$ cat config.mk
export PLATFORM = sky130hd
export DESIGN_NAME = pnt_redirect_unit
export DESIGN_NICKNAME = d
export VERILOG_FILES = /design/src/rtl/pnt_pkg.sv /design/src/rtl/pnt_ex_resolve.sv /design/src/rtl/pnt_flush_gen.sv /design/src/rtl/pnt_pc_reg.sv /design/src/rtl/pnt_redirect_unit.sv
export SDC_FILE = /design/constraint.sdc
export NUM_CORES = 1
export LEC_CHECK = 0
export CORE_MARGIN = 1
export CORE_UTILIZATION = 48
export CTS_BUF_LIST = sky130_fd_sc_hd__clkbuf_4 sky130_fd_sc_hd__clkbuf_8
export DETAILED_ROUTE_END_ITERATION = 10
export DONT_BUFFER_PORTS = 1
export HOLD_SLACK_MARGIN = 0.08
export PLACE_DENSITY = 0.73
export SETUP_SLACK_MARGIN = 0.05
export SLEW_MARGIN = 20
export SYNTH_ARGS = -nofsm -noshare
export SYNTH_HDL_FRONTEND = slang
export SYNTH_SLANG_ARGS = --single-unit
$ cat constraint.sdc
create_clock -name clk -period 8.1 [get_ports clk]
set_input_delay 1.215 -clock clk [delete_from_list [all_inputs] [get_ports clk]]
set_output_delay 1.215 -clock clk [all_outputs]
set_load 0.1 [all_outputs]
$ cat src/rtl/pnt_pkg.sv
package pnt_pkg;

  typedef enum logic [1:0] {
    SEL_SEQ    = 2'd0,
    SEL_HOLD   = 2'd1,
    SEL_BRANCH = 2'd2,
    SEL_JUMP   = 2'd3
  } pc_sel_e;

endpackage

$ cat src/rtl/pnt_ex_resolve.sv
module pnt_ex_resolve #(
  parameter int XLEN  = 32,
  parameter int OFS_W = 16
) (
  input  logic             clk,
  input  logic             rst_n,
  input  logic             squash,
  input  logic             ex_branch,
  input  logic [XLEN-1:0]  ex_opa,
  input  logic [XLEN-1:0]  ex_opb,
  input  logic [XLEN-1:0]  ex_pc4,
  input  logic [OFS_W-1:0] ex_offset,
  output logic             mem_taken,
  output logic [XLEN-1:0]  mem_target
);
  localparam int EXT_W = XLEN - OFS_W - 2;

  logic [XLEN-1:0] diff;
  logic            diff_zero;
  logic [XLEN-1:0] byte_ofs;
  logic [XLEN-1:0] tgt_calc;
  logic            br_q;
  logic            zero_q;
  logic [XLEN-1:0] tgt_q;

  always_comb begin
    diff      = ex_opa - ex_opb;
    diff_zero = (diff == '0);
    byte_ofs  = {{EXT_W{ex_offset[OFS_W-1]}}, ex_offset, 2'b00};
    tgt_calc  = ex_pc4 + byte_ofs;
  end

  always_ff @(posedge clk) begin
    if (!rst_n) begin
      br_q   <= 1'b0;
      zero_q <= 1'b0;
      tgt_q  <= '0;
    end else begin
      br_q   <= ex_branch & ~squash;
      zero_q <= diff_zero;
      tgt_q  <= tgt_calc;
    end
  end

  assign mem_taken  = br_q & zero_q;
  assign mem_target = tgt_q;

  // a squashed execute slot never becomes a taken branch
  assert_squash_drops_R10: assert property (@(posedge clk) disable iff (!rst_n)
    squash |=> !mem_taken);

  // a taken branch lasts one cycle since its own flush drops the next slot
  assert_single_cycle_R5: assert property (@(posedge clk) disable iff (!rst_n)
    mem_taken |=> !mem_taken);

endmodule

$ cat src/rtl/pnt_flush_gen.sv
module pnt_flush_gen
  import pnt_pkg::*;
(
  input  logic    clk,
  input  logic    rst_n,
  input  logic    mem_taken,
  input  logic    id_jump,
  input  logic    stall,
  output pc_sel_e sel,
  output logic    flush_fd,
  output logic    flush_de,
  output logic    flush_em,
  output logic    redirect
);
  logic jump_go;

  always_comb begin
    jump_go  = id_jump & ~stall & ~mem_taken;
    flush_fd = mem_taken | jump_go;
    flush_de = mem_taken;
    flush_em = mem_taken;
    redirect = mem_taken;
    if (mem_taken)    sel = SEL_BRANCH;
    else if (jump_go) sel = SEL_JUMP;
    else if (stall)   sel = SEL_HOLD;
    else              sel = SEL_SEQ;
  end

  // the memory-stage squash always comes with both younger squashes
  assert_flush_all_R5: assert property (@(posedge clk) disable iff (!rst_n)
    flush_em |-> (flush_fd && flush_de));

  // a stalled jump leaves the fetch/decode latch alone
  assert_stalled_jump_R11: assert property (@(posedge clk) disable iff (!rst_n)
    (id_jump && stall && !mem_taken) |-> !flush_fd);

  // a taken branch always selects the branch target
  assert_branch_wins_R9: assert property (@(posedge clk) disable iff (!rst_n)
    mem_taken |-> (sel == SEL_BRANCH));

endmodule

$ cat src/rtl/pnt_pc_reg.sv
module pnt_pc_reg
  import pnt_pkg::*;
#(
  parameter int              XLEN     = 32,
  parameter int              JIDX_W   = 26,
  parameter logic [XLEN-1:0] RESET_PC = '0
) (
  input  logic              clk,
  input  logic              rst_n,
  input  pc_sel_e           sel,
  input  logic [XLEN-1:0]   br_target,
  input  logic [XLEN-1:0]   id_pc4,
  input  logic [JIDX_W-1:0] id_index,
  output logic [XLEN-1:0]   pc,
  output logic [XLEN-1:0]   pc_nxt
);
  localparam int HI_W = XLEN - JIDX_W - 2;

  logic [XLEN-1:0] pc_q;
  logic [XLEN-1:0] jmp_target;

  always_comb begin
    jmp_target = {id_pc4[XLEN-1 -: HI_W], id_index, 2'b00};
    unique case (sel)
      SEL_BRANCH: pc_nxt = br_target;
      SEL_JUMP:   pc_nxt = jmp_target;
      SEL_HOLD:   pc_nxt = pc_q;
      default:    pc_nxt = pc_q + XLEN'(4);
    endcase
  end

  always_ff @(posedge clk) begin
    if (!rst_n) pc_q <= RESET_PC;
    else        pc_q <= pc_nxt;
  end

  assign pc = pc_q;

  // sequential advance by one word
  assert_seq_step_R2: assert property (@(posedge clk) disable iff (!rst_n)
    (sel == SEL_SEQ) |=> (pc_q == $past(pc_q) + XLEN'(4)));

  // a stall holds the PC
  assert_hold_R3: assert property (@(posedge clk) disable iff (!rst_n)
    (sel == SEL_HOLD) |=> $stable(pc_q));

  // a taken branch loads its target on the next edge
  assert_branch_load_R7: assert property (@(posedge clk) disable iff (!rst_n)
    (sel == SEL_BRANCH) |=> (pc_q == $past(br_target)));

endmodule

$ cat src/rtl/pnt_redirect_unit.sv
module pnt_redirect_unit
  import pnt_pkg::*;
#(
  parameter int              XLEN     = 32,
  parameter int              OFS_W    = 16,
  parameter int              JIDX_W   = 26,
  parameter logic [XLEN-1:0] RESET_PC = '0
) (
  input  logic              clk,
  input  logic              rst_n,
  input  logic              stall,
  input  logic              id_jump,
  input  logic [XLEN-1:0]   id_pc4,
  input  logic [JIDX_W-1:0] id_index,
  input  logic              ex_branch,
  input  logic [XLEN-1:0]   ex_opa,
  input  logic [XLEN-1:0]   ex_opb,
  input  logic [XLEN-1:0]   ex_pc4,
  input  logic [OFS_W-1:0]  ex_offset,
  output logic [XLEN-1:0]   fetch_pc,
  output logic [XLEN-1:0]   next_pc,
  output logic              flush_fd,
  output logic              flush_de,
  output logic              flush_em,
  output logic              redirect
);
  logic            mem_taken;
  logic [XLEN-1:0] mem_target;
  pc_sel_e         sel;

  pnt_ex_resolve #(.XLEN(XLEN), .OFS_W(OFS_W)) u_resolve (
    .clk       (clk),
    .rst_n     (rst_n),
    .squash    (flush_em),
    .ex_branch (ex_branch),
    .ex_opa    (ex_opa),
    .ex_opb    (ex_opb),
    .ex_pc4    (ex_pc4),
    .ex_offset (ex_offset),
    .mem_taken (mem_taken),
    .mem_target(mem_target)
  );

  pnt_flush_gen u_flush (
    .clk      (clk),
    .rst_n    (rst_n),
    .mem_taken(mem_taken),
    .id_jump  (id_jump),
    .stall    (stall),
    .sel      (sel),
    .flush_fd (flush_fd),
    .flush_de (flush_de),
    .flush_em (flush_em),
    .redirect (redirect)
  );

  pnt_pc_reg #(.XLEN(XLEN), .JIDX_W(JIDX_W), .RESET_PC(RESET_PC)) u_pc (
    .clk      (clk),
    .rst_n    (rst_n),
    .sel      (sel),
    .br_target(mem_target),
    .id_pc4   (id_pc4),
    .id_index (id_index),
    .pc       (fetch_pc),
    .pc_nxt   (next_pc)
  );

  // a redirect only follows a branch that was offered in the previous cycle
  assert_redirect_cause_R4: assert property (@(posedge clk) disable iff (!rst_n)
    redirect |-> $past(ex_branch));

endmodule

### Word level (Yosys, flattened, before mapping)

Cells that the tools add are included.

* register bits: 66
* output and inout port bits: 68

* add/subtract/negate cells: 3
* equal/unequal tests: 3
* mux-type cells: 4
* bitwise logic cells: 7
* reductions and logical operators: 1

Operator list (count)
* $pmux W32 S3: 1
* $add A32 B3 Y32 const B: 1
* $add A32 B32 Y32: 1
* $logic_not A32 Y1: 1
* $sub A32 B32 Y32: 1
* $and A1 B1 Y1: 4
* $eq A2 B2 Y1 const B: 2
* $mux W2: 2
* $eq A2 B1 Y1 const B: 1
* $not A1 Y1: 2
* $mux W1: 1
* $or A1 B1 Y1: 1

### Depth between registers and ports, before layout

Gate-level depths: netlist (run 1).

* depth after elaboration: 7
* gate-level depth with buffers: 14
* gate-level depth less buffers: 14

### Hierarchy

A second synthesis (run 1) with hierarchy kept.

* cell total of the unflattened synthesis: 867
* area, all modules: 6591.3 um^2

By module, submodules not included
* pnt_ex_resolve: times used 1, cells each 566, area an instance 4194.0 um^2, sequential area each 680.7 um^2
* pnt_pc_reg: times used 1, cells each 293, area an instance 2348.5 um^2, sequential area each 640.6 um^2
* pnt_flush_gen: times used 1, cells each 8, area an instance 48.8 um^2, sequential area each 0.0 um^2

### Worst setup path before layout (run 1)

OpenSTA, ideal clock, no wires.

* kind: reg-to-output
* from: register u_pc.pc_q[4] (netlist: u_pc.pc[4])
* to: output next_pc[27]
* arrival time: 5.083 ns
* data required time: 6.885 ns
* slack: 1.802 ns
* cell stages (with the launch flop): 11
* path buffers: 0
* cells stage by stage: dfxtp_1 > and3_1 > nand2_1 > nor2_1 > and2_1 > nor2b_1 > and4_1 > nor2b_1 > nand2_1 > xor2_1 > a221oi_1

* word-level cells in the longest chain between the ends: 2

RTL lines
* from (decl): line pnt_pc_reg.sv:19 `logic [XLEN-1:0] pc_q;`
* from (signal assigned): line pnt_pc_reg.sv:34 `else pc_q <= pc_nxt;`
* $add A32 B3 Y32: line pnt_pc_reg.sv:28 `default: pc_nxt = pc_q + XLEN'(4);`
* $pmux W32 S3: line pnt_pc_reg.sv:24 `unique case (sel)`
* to (decl): line pnt_redirect_unit.sv:21 `output logic [XLEN-1:0] next_pc,`

No other way between the ends.

### Final worst setup path (run 1)

* from: register u_pc.pc_q[4] (netlist: u_pc.pc[4])
* to: output next_pc[29]

Same word-level chain as after synthesis.

==> results of run 1 <==
metrics by stage:
stage	instances	hold WS (ns)	setup WS [ns]
2_1_floorplan	810	0.978	1.80
3_3_place_gp	962	0.862	2.87
3_5_place_dp	964	0.863	2.88
4_1_cts	980	0.875	2.45
5_1_grt	986	0.902	2.14
6_report	986	0.871	2.44
kinds of logic after synthesis:
group                      synth area share
AOI/OAI and AO/OA                     0.273
muxes                               0.00322
buffers and inverters                0.0543
DFF                                   0.212
adders and majority gates             0.126
and+or+nand+nor                       0.245
xor gates and xnor gates             0.0859
metal layers:
layer	wire length, um	vias up	GRT usage
met5	0	-	0
met4	197	0	0.0598
met3	1480	22	0.0701
met2	8010	212	0.427
met1	7350	2684	0.297
li1	-	2954	-
cell usage after synthesis, types with 6 or more instances:
master / number
and3_1: 9
a211oi_1: 6
nand3_1: 18
and4_1: 6
nor2b_1: 15
a21o_1: 28
dfxtp_1: 66
a21oi_1: 59
nor3b_1: 7
o22ai_1: 32
o211ai_1: 6
o21ai_0: 30
nor2_1: 65
xnor2_1: 26
nand4_1: 14
nor3_1: 10
xor2_1: 35
and2_1: 58
ha_1: 61
o21a_1: 6
o21bai_1: 7
inv_1: 51
a221oi_1: 29
a31oi_1: 6
nand2_1: 55
nand2b_1: 11
clkbuf_1: 26
cell usage in the layout (no fill, tap or decap), types with 9 or more instances in the layout:
| cell type | instances |
|---|---|
| nand2_1 | 54 |
| xor2_1 | 35 |
| o22ai_1 | 18 |
| a221oi_4 | 13 |
| dfxtp_1 | 65 |
| inv_1 | 50 |
| nor2b_1 | 14 |
| ha_1 | 61 |
| buf_4 | 13 |
| nand4_1 | 14 |
| a21o_1 | 28 |
| a221oi_1 | 16 |
| o21ai_0 | 30 |
| nand3_1 | 18 |
| nand2b_1 | 11 |
| nor2_1 | 65 |
| and3_1 | 9 |
| and2_1 | 58 |
| nor3_1 | 9 |
| a21oi_1 | 56 |
| o22ai_2 | 14 |
| xnor2_1 | 26 |
| clkbuf_8 | 10 |
critical path, delay by kind of cell, from the launching register on:
kind	cells	cell delay, ns
AO/OA/AOI/OAI	1	0.90
XOR/XNOR	1	0.23
flip-flops	1	1.04
AND/OR/NAND/NOR	8	1.90
flip-flops by register name, summed over array words and instances, names as in the netlist:
name and count:
u_resolve.br_q 1, u_resolve.zero_q 1, u_resolve.mem_target 32, u_pc.pc 32
path summary, 6_finish.rpt:
kind | endpoint | slack (ns) | depth (start not counted)
max | next_pc[29] | 2.44 | 10
min | u_pc.pc[13] | 0.87 | 3
max reg2reg | u_pc.pc[29] | 3.72 | 11
min reg2reg | u_pc.pc[13] | 0.87 | 3
power groups by stage:
stage	clock (mW)	combinational, mW	sequential [mW]
after global placement	0	0.468	0.431
after CTS	0.267	0.479	0.425
after detailed placement	0	0.477	0.432
after global routing	0.279	0.530	0.430
after floorplan	0	0.369	0.446
final	0.260	0.488	0.426
cell type report:
cell class / count / area [um^2] / area share
well taps: 172 / 215 / 0.0306
multi-input cells: 659 / 4910 / 0.698
inverters: 52 / 196 / 0.0280
clock buffers: 10 / 138 / 0.0196
repair buffers: 20 / 195 / 0.0278
flip-flops and latches: 66 / 1320 / 0.188
clock inverters: 6 / 51.3 / 0.00730
diodes: 1 / 2.50 / 0.000356
==> impl_metrics.tcl, run 1 <==
set metrics [dict create \
    p_sw_frac 0.447 \
    drt-vias-per-instance 5.96 \
    p_leak_nw 3.00 \
    maxSlewHeadroom 0.213 \
    rsz0062_at_grt "false" \
    clkPwrFrac 0.221 \
    cts_htree_levels 3 \
    ir_worst_vdd_uv 77.0 \
    critical_path_arrival_ns 4.44 \
    cts-buffers-inserted 9 \
    synth_top_area_share 0.212 \
    die_area_um2 13400 \
    die_width_um 116 \
    drc 0 \
    synth_warnings 0 \
    cts_num_sinks 66 \
    cts.hold.buffers_added 0 \
    dp_hpwl_um 13400 \
    start_util 0.493 \
    ant_nets 0 \
    core_area_um2 12600 \
    period_share 0.698 \
    wire_per_inst_um 17.3 \
    grt_pass1_wl_um 26200 \
    syn_area_per_cell_um2 7.68 \
    layout.nets 1045 \
    p_total_mw 1.17 \
    cap_violations 0 \
    cts_setup_buffers 0 \
    synth.top_cells.by_area "dfxtp_1 21%, ha_1 12%, and2_1 5.8%, xor2_1 4.9%, a21oi_1 4.7%" \
    dr.first_iter.drc_count 473 \
    cts_root_buffer "clkbuf_8" \
    synth_edf_count 0 \
    hp-class "reg2reg" \
    synth_ff_type "dfxtp_1" \
    cts_resized 0 \
    io_buffer_count 0 \
    syn_nets 1047 \
    skew_ns 0.00695 \
    clk_pin_slew_ns 0.08 \
    worstSetupStartpoint "u_pc.pc[4]" \
    cp_common_cell "nor2b_1" \
    layout-drive-gt1-share 0.0984 \
    cts.path.max_buffers 2 \
    place_congestion 0.936 \
    ys_ff_latch 66 \
    pin_count 243 \
    critPathSlowestCell "dfxtp_1" \
    area_growth_pct 12.9 \
    clk-insertion-delay-late_ns 0.35 \
    yosysSeqAreaShare 0.212 \
    tightest_slew_ns 1.18 \
    comb_power_share 0.416 \
    vias 5872 \
    status "finished clean" \
    grt-ovfl-total 0 \
    n_fill_cell 1220 \
    finalMaxSlewViolations 0 \
    ys_types 68 \
    end_kind "output pin" \
    p_seq_frac 0.363 \
    setup_violations 0 \
    intPower_mw 0.649 \
    hold_viol 0 \
    p_sw_mw 0.525 \
    stdcell_area_um2 7030 \
    antenna_found_initial 1 \
    synth_area_leader_cell "dfxtp_1" \
    hp-start "u_resolve.mem_target[13]" \
    slowest_delay_ns 1.04 \
    utilization 0.557 \
    cp_max_fo 5 \
    async_flop_share 0 \
    cp_cell_sequence "and3_1, nand2_1, nor2_1, and2_1, nor2b_1, and4_1, nor2b_1, nand4_1, xor2_1, o22ai_2" \
    grt_pass1_vias 5364 \
    worst_setup_path_start_kind "flip-flop" \
    crit_type "reg2out" \
    wl_um 17000 \
    reg2reg_from "u_pc.pc[4]" \
    tns_ns 0 \
    p_per_area_nw_per_um2 167 \
    die_h_um 116 \
    rows 41 \
    netlist_instances 810 \
    cts_tree "built" \
    synth_area_um2 6220 \
    placed_cell_area_um2 6770 \
    fmax_mhz 177 \
    track_usage 0.246 \
    crit_required_ns 6.88 \
    drt_pre_antenna_iters 4 \
    fin_crit_ns 5.66 \
    grt_max_degree 68 \
]
Power figures use the tool's default switching activity.
==> run 2: changes to the inputs <==
Settings changed: PLACE_DENSITY 0.73 to 0.75.
Clock period 8.1 ns to 4.8 ns, I/O delays scaled along.
==> impl_metrics.tcl, run 2 (synthesis results as in run 1) <==
set metrics [dict create \
    grt_pass1_wl_um 26600 \
    rsz0062_at_grt "false" \
    place_inst 1006 \
    place_ws_ns 0.836 \
    cts_root_buffer "clkbuf_8" \
    cts_tree "built" \
    cts_htree_levels 3 \
    grt_util_met2 0.431 \
    maxSlewHeadroom 0.222 \
    crit_end "next_pc[29]" \
    clk_pin_slew_ns 0.08 \
    track_usage 0.250 \
    fin_cells 1023 \
    ir_worst_vdd_uv 125 \
    finalMaxSlewViolations 0 \
    whs_ns 0.500 \
    rows 41 \
    critical_path_arrival_ns 3.55 \
    cts_setup_buffers 0 \
    grt_max_degree 68 \
    pin_count 243 \
    comb_power_share 0.470 \
    antenna_found_initial 1 \
    cts.path.max_buffers 2 \
    cts_resized 0 \
    end_kind "output pin" \
    drt_pre_antenna_iters 5 \
    tightest_slew_ns 1.17 \
    dp_hpwl_um 13800 \
    vias 6074 \
    reg2reg_to "u_pc.pc[27]" \
    cap_violations 0 \
    worstSetupStartpoint "u_pc.pc[4]" \
    drt-vias-per-instance 5.94 \
    io_buffer_count 0 \
    grt_util_met3 0.0795 \
    clkPwrFrac 0.219 \
    final_common_cell "dfxtp_1" \
    dr.first_iter.drc_count 639 \
    hold_viol 0 \
    stdcell_area_um2 7260 \
    reg2reg_from "u_pc.pc[4]" \
    die_width_um 116 \
    grt-ovfl-total 0 \
    fmax_mhz 234 \
    fin_crit_ns 4.27 \
    clk-insertion-delay-late_ns 0.35 \
    cts.hold.buffers_added 0 \
    cts-buffers-inserted 9 \
    tns_ns 0 \
    worstRegToRegCells 13 \
    top_usage_layer "met2" \
    rrSetupSlack_ns 1.40 \
    grt_pass1_vias 5537 \
    die_h_um 116 \
    place_congestion 0.932 \
    status "finished clean" \
    wl_um 17700 \
    hp-class "in2reg" \
    skew_ns 0.0146 \
    worst_setup_path_start_kind "flip-flop" \
    area_growth_pct 16.6 \
    p_seq_frac 0.312 \
    crit_type "reg2out" \
    drc 0 \
    mostFrequentLayoutCells "66 x dfxtp_1, 65 x nor2_1, 61 x ha_1" \
    p_leak_nw 3.18 \
    setup_violations 0 \
    intPower_mw 1.12 \
    period_share 0.890 \
    fin_ws_ns 0.530 \
    p_total_mw 2.01 \
    p_per_area_nw_per_um2 276 \
    utilization 0.575 \
    layout.nets 1082 \
    placed_cell_area_um2 7060 \
    ant_nets 0 \
    wire_per_inst_um 17.3 \
    grt_use_met1 0.293 \
    p_sw_mw 0.891 \
    die_area_um2 13400 \
    core_area_um2 12600 \
    p_sw_frac 0.444 \
    crit_required_ns 4.08 \
    cts_num_sinks 66 \
    cp_max_fo 5 \
    layout-drive-gt1-share 0.140 \
    start_util 0.493 \
]
run 2: changes by cell type in the layout (fill, tap and decap cells not counted), sizes merged:
cell / change
clkbuf: -3
clkinv: -2
inv: +1
buf: +40
clkinvlp: +1
run 2: routing by layer:
| layer | up-vias | routed length, um |
|---|---|---|
| met4 | 0 | 283 |
| met3 | 21 | 1700 |
| met1 | 2760 | 7440 |
| met5 | - | 0 |
| met2 | 256 | 8280 |
| li1 | 3037 | - |
run 2: worst min-delay path by stage:
stage                            start                       to  cells past startpoint
2_1_floorplan                ex_pc4[0]  u_resolve.mem_target[0]                      1
3_3_place_gp   u_resolve.mem_target[2]               u_pc.pc[2]                      3
6_report                     ex_pc4[0]  u_resolve.mem_target[0]                      1
5_1_grt                      ex_pc4[1]  u_resolve.mem_target[1]                      1
3_5_place_dp   u_resolve.mem_target[2]               u_pc.pc[2]                      3
4_1_cts                          rst_n              u_pc.pc[16]                      1
run 2: power groups by stage:
stage	Combinational [mW]	Sequential (mW)	Clock [mW]
2_1_floorplan	0.637	0.753	0
3_3_place_gp	0.924	0.634	0
3_5_place_dp	0.932	0.637	0
4_1_cts	0.937	0.625	0.447
5_1_grt	1.01	0.629	0.469
6_report	0.942	0.625	0.439
run 2: critical path, cell delays in order (launching register included):
cell and delay [ns]:
dfxtp_1 0.33, buf_4 0.32, and3_1 0.29, nand2_1 0.07
nor2_1 0.21, and2_1 0.22, nor2b_1 0.26, and4_1 0.29
nor2b_1 0.34, nand4_1 0.15, xor2_1 0.22, o22ai_2 0.17
buf_4 0.33
run 2: cell type report:
cell class | count | area, um^2
Antenna cell | 1 | 2.50
Clock buffer | 10 | 138
Clock inverter | 6 | 50.0
Fill cell | 1130 | 5360
Inverter | 52 | 196
Multi-Input combinational cell | 659 | 4900
Sequential cell | 66 | 1320
Tap cell | 172 | 215
Timing Repair Buffer | 57 | 428
==> run 3: changes to the inputs <==
Settings changed: CTS_BUF_LIST sky130_fd_sc_hd__clkbuf_4 sky130_fd_sc_hd__clkbuf_8 to not set, TNS_END_PERCENT set to 100.
==> impl_metrics.tcl, run 3 (synthesis results as in run 1) <==
set metrics [dict create \
    status "finished clean" \
    die_area_um2 13400 \
    n_fill_cell 1112 \
    grt_pass1_wl_um 26700 \
    setup_violations 0 \
    p_per_area_nw_per_um2 297 \
    stdcell_area_um2 7360 \
    cp_cell_sequence "buf_4, and3_1, nand2_1, nor2_1, and2_1, nor2b_1, and4_1, nor2b_1, nand4_1, xor2_1, o22ai_2, buf_4" \
    fin_cells 1023 \
    layout.nets 1082 \
    crit_required_ns 4.08 \
    place_inst 1006 \
    hp-class "in2reg" \
    final_common_cell "dfxtp_1" \
    wire_per_inst_um 17.3 \
    critPathSlowestCell "nor2b_1" \
    grt_pass1_vias 5552 \
    ant_nets 0 \
    antenna_found_initial 1 \
    reg2reg_to "u_pc.pc[27]" \
    vias 6097 \
    period_share 0.890 \
    grt-ovfl-total 0 \
    rows 41 \
    cap_violations 0 \
    min_path_cells 1 \
    skew_ns 0.00516 \
    die_width_um 116 \
    holdPathEnd "u_resolve.mem_target[0]" \
    rrSetupSlack_ns 1.39 \
    track_usage 0.252 \
    fmax_mhz 234 \
    pin_count 243 \
    end_kind "output pin" \
    io_buffer_count 0 \
    slowest_delay_ns 0.34 \
    cts_num_sinks 66 \
    cts_root_buffer "clkbuf_16" \
    worstRegToRegCells 13 \
    cts_tree "built" \
    mostFrequentLayoutCells "66 x dfxtp_1, 65 x nor2_1, 61 x ha_1" \
    p_leak_nw 3.22 \
    dp_hpwl_um 13800 \
    cts_resized 0 \
    hp-start "ex_pc4[0]" \
    placed_cell_area_um2 7060 \
    reg2reg_from "u_pc.pc[4]" \
    drt-vias-per-instance 5.96 \
    finalMaxSlewViolations 0 \
    drc 0 \
    grt_max_degree 68 \
    worst_setup_path_start_kind "flip-flop" \
    crit_type "reg2out" \
    cp_num_buf_inv 2 \
    critical_path_arrival_ns 3.55 \
    die_h_um 116 \
    cts-buffers-inserted 9 \
    area_growth_pct 18.4 \
    cts_setup_buffers 0 \
    clk_pin_slew_ns 0.06 \
    dr.first_iter.drc_count 584 \
    start_util 0.493 \
    cts.hold.buffers_added 0 \
    crit_family "simple AND/OR/NAND/NOR gates" \
    hold_viol 0 \
    ir_worst_vdd_uv 181 \
    maxSlewHeadroom 0.226 \
    layout-drive-gt1-share 0.140 \
    cts_htree_levels 3 \
    tightest_slew_ns 1.16 \
    drt_pre_antenna_iters 5 \
    clk-insertion-delay-late_ns 0.33 \
    place_congestion 0.932 \
    cp_max_fo 5 \
    wl_um 17700 \
    fin_crit_ns 4.27 \
    core_area_um2 12600 \
    cts.path.max_buffers 2 \
    rsz0062_at_grt "false" \
]
-- run 3: cell counts in the layout (fill, tap and decap cells not counted) --
No cell type changed its count.
-- run 3: how the worst max path moves through the flow --
stage | startpoint | to | slack (ns) | depth (start not counted)
final | u_pc.pc[4] | next_pc[29] | 0.53 | 12
after global routing | u_pc.pc[4] | next_pc[29] | 0.31 | 12
after CTS | u_pc.pc[4] | next_pc[29] | 0.58 | 12
after detailed placement | ex_opb[6] | u_resolve.zero_q | 0.84 | 13
after global placement | ex_opb[6] | u_resolve.zero_q | 0.91 | 13
after floorplan | u_pc.pc[4] | next_pc[27] | -0.08 | 10
-- run 3: worst register-to-register path, delay by kind of cell, from the launching register on --
family	cells	cell delay, ns
AND/OR/NAND/NOR	9	2.00
buffers and inverters	2	0.65
flip-flops	1	0.32
AO/OA/AOI/OAI	1	0.22
XOR/XNOR	1	0.18
-- run 3: per-stage QoR --
step                worst slack, ns  hold WS, ns  setup TNS [ns]   util  total power, mW
detailed placement            0.836        0.612               0  0.559             1.57
finish                        0.529        0.515               0  0.584             2.19
global route                  0.313        0.500               0  0.584             2.29
floorplan                   -0.0782        0.847         -0.0782      -             1.39
global placement              0.911        0.616               0  0.559             1.56
CTS                           0.580        0.503               0  0.582             2.19
-- run 3: report_power, final --
part | total [mW] | switching [mW] | internal [mW] | leakage (nW)
logic | 0.943 | 0.632 | 0.311 | 2.54
registers | 0.626 | 0.0270 | 0.599 | 0.547
clock network | 0.617 | 0.249 | 0.368 | 0.136
total | 2.19 | 0.908 | 1.28 | 3.22
-- run 3: layout make-up --
cell class | count | area [um^2] | share of cell area
Sequential cell | 66 | 1320 | 0.179
Antenna cell | 1 | 2.50 | 0.000340
Clock inverter | 6 | 50.0 | 0.00680
Multi-Input combinational cell | 659 | 4910 | 0.667
Tap cell | 172 | 215 | 0.0292
Inverter | 52 | 196 | 0.0267
Timing Repair Buffer | 57 | 428 | 0.0581
Clock buffer | 10 | 239 | 0.0324
-- run 3: routing by layer --
metal | GRT usage | up-vias | wire (um)
li1 | - | 3042 | -
met1 | 0.293 | 2771 | 7380
met2 | 0.435 | 254 | 8300
met3 | 0.0853 | 30 | 1690
met4 | 0.0795 | 0 | 355
met5 | 0 | - | 0
